<file path="config.mk">
export PLATFORM = sky130hd
export DESIGN_NAME = rx_err_fifo
export DESIGN_NICKNAME = d
export VERILOG_FILES = /design/src/rtl/rx_err_fifo_pkg.sv /design/src/rtl/rx_fifo_store.sv /design/src/rtl/rx_err_track.sv /design/src/rtl/rx_lsi_arm.sv /design/src/rtl/rx_trig_sel.sv /design/src/rtl/rx_err_fifo.sv
export SDC_FILE = /design/constraint.sdc
export NUM_CORES = 1
export LEC_CHECK = 0
export BUFFER_PORTS_ARGS = -buffer_cell sky130_fd_sc_hd__buf_2
export CAP_MARGIN = 20
export CORE_ASPECT_RATIO = 0.6
export CORE_MARGIN = 1.5
export CORE_UTILIZATION = 60
export CTS_BUF_LIST = sky130_fd_sc_hd__clkbuf_16
export DETAILED_ROUTE_END_ITERATION = 10
export PLACE_DENSITY = 0.75
export SYNTH_ARGS = -nofsm -noshare
export SYNTH_HDL_FRONTEND = slang
export SYNTH_SLANG_ARGS = --single-unit
export TNS_END_PERCENT = 5
</file>
<file path="constraint.sdc">
create_clock -name clk_i -period 5.75 [get_ports clk_i]
set_input_delay 0.8625 -clock clk_i [delete_from_list [all_inputs] [get_ports clk_i]]
set_output_delay 0.8625 -clock clk_i [all_outputs]
set_load 0.1 [all_outputs]
</file>
<file path="src/rtl/rx_err_fifo_pkg.sv">
package rx_err_fifo_pkg;
  localparam int unsigned ERR_W = 3;
  localparam int unsigned ERR_PAR = 0;
  localparam int unsigned ERR_FRM = 1;
  localparam int unsigned ERR_BRK = 2;
  typedef logic [ERR_W-1:0] err_t;
endpackage

</file>
<file path="src/rtl/rx_fifo_store.sv">
module rx_fifo_store #(
  parameter int unsigned DEPTH  = 16,
  parameter int unsigned DATA_W = 8,
  parameter int unsigned ERR_W  = 3,
  localparam int unsigned AW    = $clog2(DEPTH),
  localparam int unsigned CW    = AW + 1
) (
  input  logic              clk_i,
  input  logic              rst_ni,
  input  logic              clr_i,
  input  logic              cap_one_i,
  input  logic              push_i,
  input  logic [DATA_W-1:0] push_data_i,
  input  logic [ERR_W-1:0]  push_err_i,
  input  logic              pop_i,
  output logic [DATA_W-1:0] head_data_o,
  output logic [ERR_W-1:0]  head_err_o,
  output logic [CW-1:0]     level_o,
  output logic              push_ok_o,
  output logic              pop_ok_o,
  output logic              drop_o
);
  localparam logic [CW-1:0] FULL_LVL = CW'(DEPTH);

  logic [DATA_W-1:0] data_q [DEPTH];
  logic [ERR_W-1:0]  err_q  [DEPTH];
  logic [AW-1:0]     rd_ptr_q, wr_ptr_q;
  logic [CW-1:0]     level_q;
  logic              full, empty;

  assign empty     = (level_q == '0);
  assign full      = cap_one_i ? (level_q != '0) : (level_q == FULL_LVL);
  assign pop_ok_o  = pop_i && !empty && !clr_i;
  assign push_ok_o = push_i && !clr_i && (!full || pop_ok_o);
  assign drop_o    = push_i && !clr_i && full && !pop_ok_o;

  always_ff @(posedge clk_i) begin
    if (push_ok_o) begin
      data_q[wr_ptr_q] <= push_data_i;
      err_q[wr_ptr_q]  <= push_err_i;
    end
  end

  always_ff @(posedge clk_i or negedge rst_ni) begin
    if (!rst_ni) begin
      rd_ptr_q <= '0;
      wr_ptr_q <= '0;
      level_q  <= '0;
    end else if (clr_i) begin
      rd_ptr_q <= '0;
      wr_ptr_q <= '0;
      level_q  <= '0;
    end else begin
      if (push_ok_o) wr_ptr_q <= wr_ptr_q + 1'b1;
      if (pop_ok_o)  rd_ptr_q <= rd_ptr_q + 1'b1;
      unique case ({push_ok_o, pop_ok_o})
        2'b10:   level_q <= level_q + 1'b1;
        2'b01:   level_q <= level_q - 1'b1;
        default: level_q <= level_q;
      endcase
    end
  end

  assign head_data_o = empty ? '0 : data_q[rd_ptr_q];
  assign head_err_o  = empty ? '0 : err_q[rd_ptr_q];
  assign level_o     = level_q;
endmodule

</file>
<file path="src/rtl/rx_err_track.sv">
module rx_err_track #(
  parameter int unsigned CW = 5
) (
  input  logic clk_i,
  input  logic rst_ni,
  input  logic clr_i,
  input  logic inc_i,
  input  logic dec_i,
  input  logic drop_i,
  input  logic lsr_rd_i,
  output logic err_any_o,
  output logic overrun_o
);
  logic [CW-1:0] err_cnt_q;
  logic          ovr_q;

  always_ff @(posedge clk_i or negedge rst_ni) begin
    if (!rst_ni) begin
      err_cnt_q <= '0;
    end else if (clr_i) begin
      err_cnt_q <= '0;
    end else begin
      unique case ({inc_i, dec_i})
        2'b10:   err_cnt_q <= err_cnt_q + 1'b1;
        2'b01:   err_cnt_q <= err_cnt_q - 1'b1;
        default: err_cnt_q <= err_cnt_q;
      endcase
    end
  end

  // a drop in the same cycle as the read survives it
  always_ff @(posedge clk_i or negedge rst_ni) begin
    if (!rst_ni)       ovr_q <= 1'b0;
    else if (drop_i)   ovr_q <= 1'b1;
    else if (lsr_rd_i) ovr_q <= 1'b0;
  end

  assign err_any_o = (err_cnt_q != '0);
  assign overrun_o = ovr_q;
endmodule

</file>
<file path="src/rtl/rx_lsi_arm.sv">
module rx_lsi_arm (
  input  logic clk_i,
  input  logic rst_ni,
  input  logic clr_i,
  input  logic new_head_i,
  input  logic lsr_rd_i,
  input  logic head_err_i,
  input  logic en_i,
  output logic lsi_o
);
  logic armed_q;

  always_ff @(posedge clk_i or negedge rst_ni) begin
    if (!rst_ni)                  armed_q <= 1'b1;
    else if (clr_i || new_head_i) armed_q <= 1'b1;
    else if (lsr_rd_i)            armed_q <= 1'b0;
  end

  assign lsi_o = en_i && armed_q && head_err_i;
endmodule

</file>
<file path="src/rtl/rx_trig_sel.sv">
module rx_trig_sel #(
  parameter int unsigned DEPTH = 16,
  localparam int unsigned CW   = $clog2(DEPTH) + 1
) (
  input  logic [CW-1:0] level_i,
  input  logic [1:0]    sel_i,
  input  logic          fifo_en_i,
  output logic          trig_o
);
  localparam logic [CW-1:0] THR0 = CW'(1);
  localparam logic [CW-1:0] THR1 = CW'(DEPTH / 4);
  localparam logic [CW-1:0] THR2 = CW'(DEPTH / 2);
  localparam logic [CW-1:0] THR3 = CW'(DEPTH - 2);

  logic [CW-1:0] thr;

  always_comb begin
    unique case (sel_i)
      2'd0:    thr = THR0;
      2'd1:    thr = THR1;
      2'd2:    thr = THR2;
      default: thr = THR3;
    endcase
  end

  assign trig_o = fifo_en_i ? (level_i >= thr) : (level_i != '0);
endmodule

</file>
<file path="src/rtl/rx_err_fifo.sv">
module rx_err_fifo
  import rx_err_fifo_pkg::*;
#(
  parameter int unsigned DEPTH  = 16,
  parameter int unsigned DATA_W = 8,
  localparam int unsigned CW    = $clog2(DEPTH) + 1
) (
  input  logic              clk_i,
  input  logic              rst_ni,
  input  logic              fifo_en_i,
  input  logic              flush_i,
  input  logic              push_i,
  input  logic [DATA_W-1:0] push_data_i,
  input  logic [ERR_W-1:0]  push_err_i,
  input  logic              pop_i,
  input  logic              lsr_rd_i,
  input  logic              lsi_en_i,
  input  logic [1:0]        trig_sel_i,
  output logic [DATA_W-1:0] head_data_o,
  output logic [ERR_W-1:0]  head_err_o,
  output logic [CW-1:0]     level_o,
  output logic              trig_o,
  output logic              err_any_o,
  output logic              overrun_o,
  output logic              lsi_o
);
  logic fifo_en_q, clr;
  logic push_ok, pop_ok, drop;
  logic head_bad, new_head;

  // any mode change restarts the queue
  always_ff @(posedge clk_i or negedge rst_ni) begin
    if (!rst_ni) fifo_en_q <= 1'b0;
    else         fifo_en_q <= fifo_en_i;
  end
  assign clr = flush_i || (fifo_en_i != fifo_en_q);

  rx_fifo_store #(
    .DEPTH (DEPTH),
    .DATA_W(DATA_W),
    .ERR_W (ERR_W)
  ) i_store (
    .clk_i      (clk_i),
    .rst_ni     (rst_ni),
    .clr_i      (clr),
    .cap_one_i  (!fifo_en_i),
    .push_i     (push_i),
    .push_data_i(push_data_i),
    .push_err_i (push_err_i),
    .pop_i      (pop_i),
    .head_data_o(head_data_o),
    .head_err_o (head_err_o),
    .level_o    (level_o),
    .push_ok_o  (push_ok),
    .pop_ok_o   (pop_ok),
    .drop_o     (drop)
  );

  assign head_bad = |head_err_o;
  assign new_head = pop_ok || (push_ok && level_o == '0);

  rx_err_track #(.CW(CW)) i_track (
    .clk_i    (clk_i),
    .rst_ni   (rst_ni),
    .clr_i    (clr),
    .inc_i    (push_ok && (|push_err_i)),
    .dec_i    (pop_ok && head_bad),
    .drop_i   (drop),
    .lsr_rd_i (lsr_rd_i),
    .err_any_o(err_any_o),
    .overrun_o(overrun_o)
  );

  rx_lsi_arm i_lsi (
    .clk_i     (clk_i),
    .rst_ni    (rst_ni),
    .clr_i     (clr),
    .new_head_i(new_head),
    .lsr_rd_i  (lsr_rd_i),
    .head_err_i(head_bad),
    .en_i      (lsi_en_i),
    .lsi_o     (lsi_o)
  );

  rx_trig_sel #(.DEPTH(DEPTH)) i_trig (
    .level_i  (level_o),
    .sel_i    (trig_sel_i),
    .fifo_en_i(fifo_en_i),
    .trig_o   (trig_o)
  );
endmodule

</file>
### Word level (Yosys, flattened, before mapping)

Memory sizes are Yosys's and may differ from the RTL's.
Index checks and enable logic that the tools add are counted.

| word-level totals | value |
|---|---|
| flip-flop bits (word level) | 21 |
| RAM bits | 176 |
| bits of input ports | 21 |
| output and inout bits | 20 |
| memories | 2 |

| cells by class | value |
|---|---|
| $add $sub $neg | 6 |
| order comparisons | 1 |
| equal/unequal tests | 8 |
| mux-type cells | 18 |
| reductions and logical operators | 31 |

Memories:

| memory | words | width | rd ports | clocked after memory_dff | wr ports | RTL line | text |
|---|---|---|---|---|---|---|---|
| i_store.data_q | 16 | 8 | 1 | 0 | 1 | rx_fifo_store.sv:25 | `logic [DATA_W-1:0] data_q [DEPTH];` |
| i_store.err_q | 16 | 3 | 1 | 0 | 1 | rx_fifo_store.sv:26 | `logic [ERR_W-1:0] err_q [DEPTH];` |

Operators by type and width:

| cell | number |
|---|---|
| case mux 5 bit (2 select lines) | 2 |
| 2-to-1 mux 4 bit | 4 |
| case mux 4 bit (3 select lines) | 1 |
| logical AND 1 bit | 11 |
| adder 5 x 1 -> 5 bit (second input constant) | 2 |
| 2-to-1 mux 5 bit | 2 |
| nonzero test 5 bit | 2 |
| subtractor 5 x 1 -> 5 bit (second input constant) | 2 |
| adder 4 x 1 -> 4 bit (second input constant) | 2 |
| 2-to-1 mux 8 bit | 1 |
| nonzero test 2 bit | 4 |
| 2-to-1 mux 1 bit | 7 |
| equality test 2 x 1 -> 1 bit (second input constant) | 3 |
| equality test 2 bit (second input constant) | 3 |
| nonzero test 3 bit | 2 |
| OR reduction 3 bit | 2 |
| equality test 5 bit (second input constant) | 1 |
| greater-or-equal comparator 5 x 4 -> 1 bit | 1 |
| zero test 5 bit | 1 |
| zero test 1 bit | 4 |
| logical OR 1 bit | 4 |
| 2-to-1 mux 3 bit | 1 |
| zero test 2 bit | 1 |
| != test 1 bit | 1 |

### Depth between registers and ports, before layout

| logic depth | value |
|---|---|
| depth after elaboration | 10 |
| depth in mapped cells | 16 |
| mapped depth without buffers | 14 |

### Hierarchy

A second synthesis with hierarchy kept.

| second synthesis, totals | value |
|---|---|
| cell total of the unflattened synthesis | 446 |
| area total of the unflattened synthesis | 8353.0 µm² |

Modules (own cells, without submodules):

| module | instances | cells each | area an instance (µm²) |
|---|---|---|---|
| rx_fifo_store | 1 | 371 | 7692.4 |
| rx_err_track | 1 | 42 | 399.1 |
| rx_trig_sel | 1 | 18 | 123.9 |
| rx_err_fifo | 1 | 10 | 91.3 |
| rx_lsi_arm | 1 | 5 | 46.3 |

### Worst setup path after synthesis

OpenSTA, ideal clock, no wires.

| timing | value |
|---|---|
| path type | reg2out |
| start | reg i_store.level_q[1] (netlist: i_store.level_o[1]) |
| end | out lsi_o |
| arrival | 5.432 ns |
| required time | 4.888 ns |
| slack | -0.545 ns |
| stages on the path, launching flop included | 6 |
| path buffers | 0 |
| cell sequence | dfrtp_1 or4_1 nor2_1 o31ai_1 a21oi_1 nor2_1 |

| between the ends | value |
|---|---|
| cells in the longest elaborated chain, start to end | 4 |

Ends and longest elaborated chain:

| item | RTL line | text |
|---|---|---|
| from (decl) | rx_fifo_store.sv:28 | `logic [CW-1:0] level_q;` |
| from (signal assigned) | rx_fifo_store.sv:57 | `2'b10: level_q <= level_q + 1'b1;` |
| from (signal assigned) | rx_fifo_store.sv:58 | `2'b01: level_q <= level_q - 1'b1;` |
| from (signal assigned) | rx_fifo_store.sv:59 | `default: level_q <= level_q;` |
| zero test 5 bit | rx_fifo_store.sv:31 | `assign empty = (level_q == '0);` |
| 2-to-1 mux 3 bit | rx_fifo_store.sv:65 | `assign head_err_o = empty ? '0 : err_q[rd_ptr_q];` |
| net head_err_o[2] | rx_err_fifo.sv:20 | `output logic [ERR_W-1:0] head_err_o,` |
| OR reduction 3 bit | rx_err_fifo.sv:59 | `assign head_bad = \|head_err_o;` |
| logical AND 1 bit | rx_lsi_arm.sv:19 | `assign lsi_o = en_i && armed_q && head_err_i;` |
| to (decl) | rx_err_fifo.sv:25 | `output logic lsi_o` |

The timed path passes the listed nets, and every way through them passes these cells.

### Worst setup path in the final report

| timing | value |
|---|---|
| start | reg i_store.rd_ptr_q[1] |
| end | out head_data_o[4] |

| between the ends | value |
|---|---|
| cells in the longest elaborated chain, start to end | 2 |

Ends and longest elaborated chain:

| item | RTL line | text |
|---|---|---|
| from (decl) | rx_fifo_store.sv:27 | `logic [AW-1:0] rd_ptr_q, wr_ptr_q;` |
| from (signal assigned) | rx_fifo_store.sv:55 | `if (pop_ok_o) rd_ptr_q <= rd_ptr_q + 1'b1;` |
| memory read (16 x 8 bit) | -- |  |
| 2-to-1 mux 8 bit | rx_fifo_store.sv:64 | `assign head_data_o = empty ? '0 : data_q[rd_ptr_q];` |
| to (decl) | rx_err_fifo.sv:19 | `output logic [DATA_W-1:0] head_data_o,` |

No other way between the ends.

==> metrics <==
multi-input logic area=2400 um2; root buf cell=clkbuf_16; routability congestion estimate=0.834; Synth Flop Type=edfxtp_1; Mean Syn Cell Area=16.4 um2; initial DRC count=623; ANT cells=0; Hold Fails Final Rpt=0; Worst Path Arrival=3.83 ns; clock sink count=197; Mapped Area=8370 um2; Async SR Flop Fraction=10.7%; yosys warns=0; Setup crit start kind=flop; Critical Path Start=i_store.rd_ptr_q[1]; CP max FO=23; cells after synthesis=511; routed len/inst=24.8 um; Clock Skew=0.00828 ns; global-route wire length before repair=27.3 mm; register bit total from synthesis=197; # rows=33; register area=5820 um2; maximum VDD drop=0.182 mV; Pleak=3.16 nW; Mapped Nets=549; Non-Filler Instances=741; CORE AREA=13,600 um2; gr usage total=26.8%; setup TNS=0 ns; post-layout min period=4.69 ns; sequential area share after synthesis=69.4%; Final Total Pwr=2.96 mW; share of layout cells above drive strength 1=18.7%; Max Cap Violations=0; f_max=213 MHz; Boundary Pins=41; pin count of the biggest net entering global routing=41; Final Core Density=68.2%; reg2reg end=i_track.err_cnt_q[4]; DRC Markers=0; RR Startpoint=i_store.rd_ptr_q[1]; CTS max path bufs=2; effective utilization at floorplan=61.4%; R2R Setup Slk=1.34 ns; full die area=14,700 um2; Port Buffers=40; Chip Width=155 um; Fin Hold WS=0.394 ns; Netlist cell types=50; Slew Viols, Final=0; Tcrit/Tclk final=81.6%; power per cell area=319 nW/um2; clock latency at the later pin of the worst-skew pair=0.43 ns; Post-synth EDFFs=176; Slew HR=25.6%; CTS tree=yes; hold buffer count at CTS=0; min-delay worst type=input pin to async pin; synth-to-layout area growth=11.0%; Worst-path clk slew=0.07 ns; CP Capture Type=output port; Final nets=591; vias per cell=6.27; via count of the first global-routing pass=4,456; CTS Buf Count=17; status=finished clean; Post CTS Setup Buffer Count=0; Routed Antenna Nets=0; Resized cells post-CTS=0; critical path type=flop to output port; worst r2r path cells=15; Final Setup Violations=0; total gr overflow=0; RSZ-0062 raised after global routing=no; number of antenna violations at the first check in global routing=0; Layout fillers=912; via count=4,648; Detailed Routing Iterations Pass 1=6; Die Ht=94.5 um; placed insts=709; worst slew pin tran=1.12 ns; WL final=18.4 mm; number of H-tree levels=4; Worst EP required=4.89 ns; HPWL after detailed placement=11.9 mm
[layer usage]
layer  share of wire (%)  up-vias  wire [um]  GRT usage, %
li1                    -     2091          -             -
met1                  44     2324       8100          38.1
met2                  45      208       8320          39.4
met3                 9.0       25       1660          9.41
met4                 1.6        0        294          8.33
met5                   0        -          0             0
[Yosys cell counts, types with 4 or more instances]
master	count	area, um2
edfxtp_1	176	5290
mux2i_1	48	480
nand2_1	35	131
mux4_2	21	473
nor2_1	21	78.8
dfrtp_1	20	500
and2_1	17	106
inv_1	16	60.1
o221ai_1	16	140
ha_1	15	188
a21oi_1	14	70.1
a211oi_1	11	82.6
clkbuf_1	11	41.3
xnor2_1	9	78.8
buf_2	8	40.0
o22ai_1	8	50.1
a21o_1	7	52.6
nand4_1	5	31.3
nor2b_1	4	25.0
xor2_1	4	35.0
[how the worst max path moves through the flow]
stage / slack, ns / cells after the start / end
after CTS: 1.16 / 6 / head_data_o[4]
after global placement: 1.56 / 15 / i_track.err_cnt_q[4]
after global routing: 0.91 / 6 / head_data_o[4]
after detailed placement: 1.39 / 15 / i_track.err_cnt_q[4]
after floorplan: 0.49 / 5 / lsi_o
final: 1.06 / 6 / head_data_o[4]
[where the power goes]
part | internal (mW) | total (mW) | leakage, nW | switching, mW
Combinational | 0.0640 | 0.265 | 1.03 | 0.201
Sequential | 1.57 | 1.58 | 1.87 | 0.0114
Clock | 0.599 | 1.12 | 0.268 | 0.516
Total | 2.23 | 2.96 | 3.16 | 0.728
[placed cells by master (no fill, tap or decap), types with 16 or more instances in the layout]
cell       instances
and2_1            17
buf_2             40
clkbuf_16         17
dfrtp_1           19
edfxtp_1         176
inv_1             18
mux2i_1           48
mux4_2            21
nand2_1           35
nor2_1            21
o221ai_1          16
[sequential cells by signal, summed over array words and instances, names as in the netlist]
name               count
i_store.err_q         48
i_store.level_o        5
i_store.wr_ptr_q       4
i_store.data_q       128
i_lsi.armed_q          1
i_store.rd_ptr_q       4
i_track.err_cnt_q      5
i_track.overrun_o      1
fifo_en_q              1
[kinds of logic (layout without fill, tap and decap cells)]
logic type / after synthesis / count (layout) / share of synthesized area, %
simple gates: 103 / 103 / 5.96
flops: 197 / 197 / 69.4
buf+inv: 38 / 93 / 1.93
xor+xnor: 14 / 14 / 1.55
compound gates: 70 / 70 / 6.25
fa+ha+maj: 17 / 17 / 2.72
mux: 72 / 72 / 12.2
[area by class of cell]
cell class / instances / share of cell area, %
Clock buffer: 17 / 4.58
Inverter: 16 / 0.646
Sequential cell: 197 / 62.6
Tap cell: 175 / 2.36
Timing Repair Buffer: 45 / 2.56
Clock inverter: 15 / 1.41
Multi-Input combinational cell: 276 / 25.9
[critical path, cell delays in order (launching register included)]
cell,delay [ns]
dfrtp_1,1.09
buf_4,0.41
nand2_1,0.45
o221ai_1,0.39
o22ai_1,0.14
a211oi_1,0.39
buf_2,0.51
[metrics by stage]
step	instance area, um2	setup WS, ns
after global routing	9290	0.907
final	9290	1.06
after detailed placement	8730	1.39
after CTS	9290	1.16
after global placement	8730	1.56
after floorplan	8380	0.487
No activity file was read; power rests on OpenSTA's default activity.
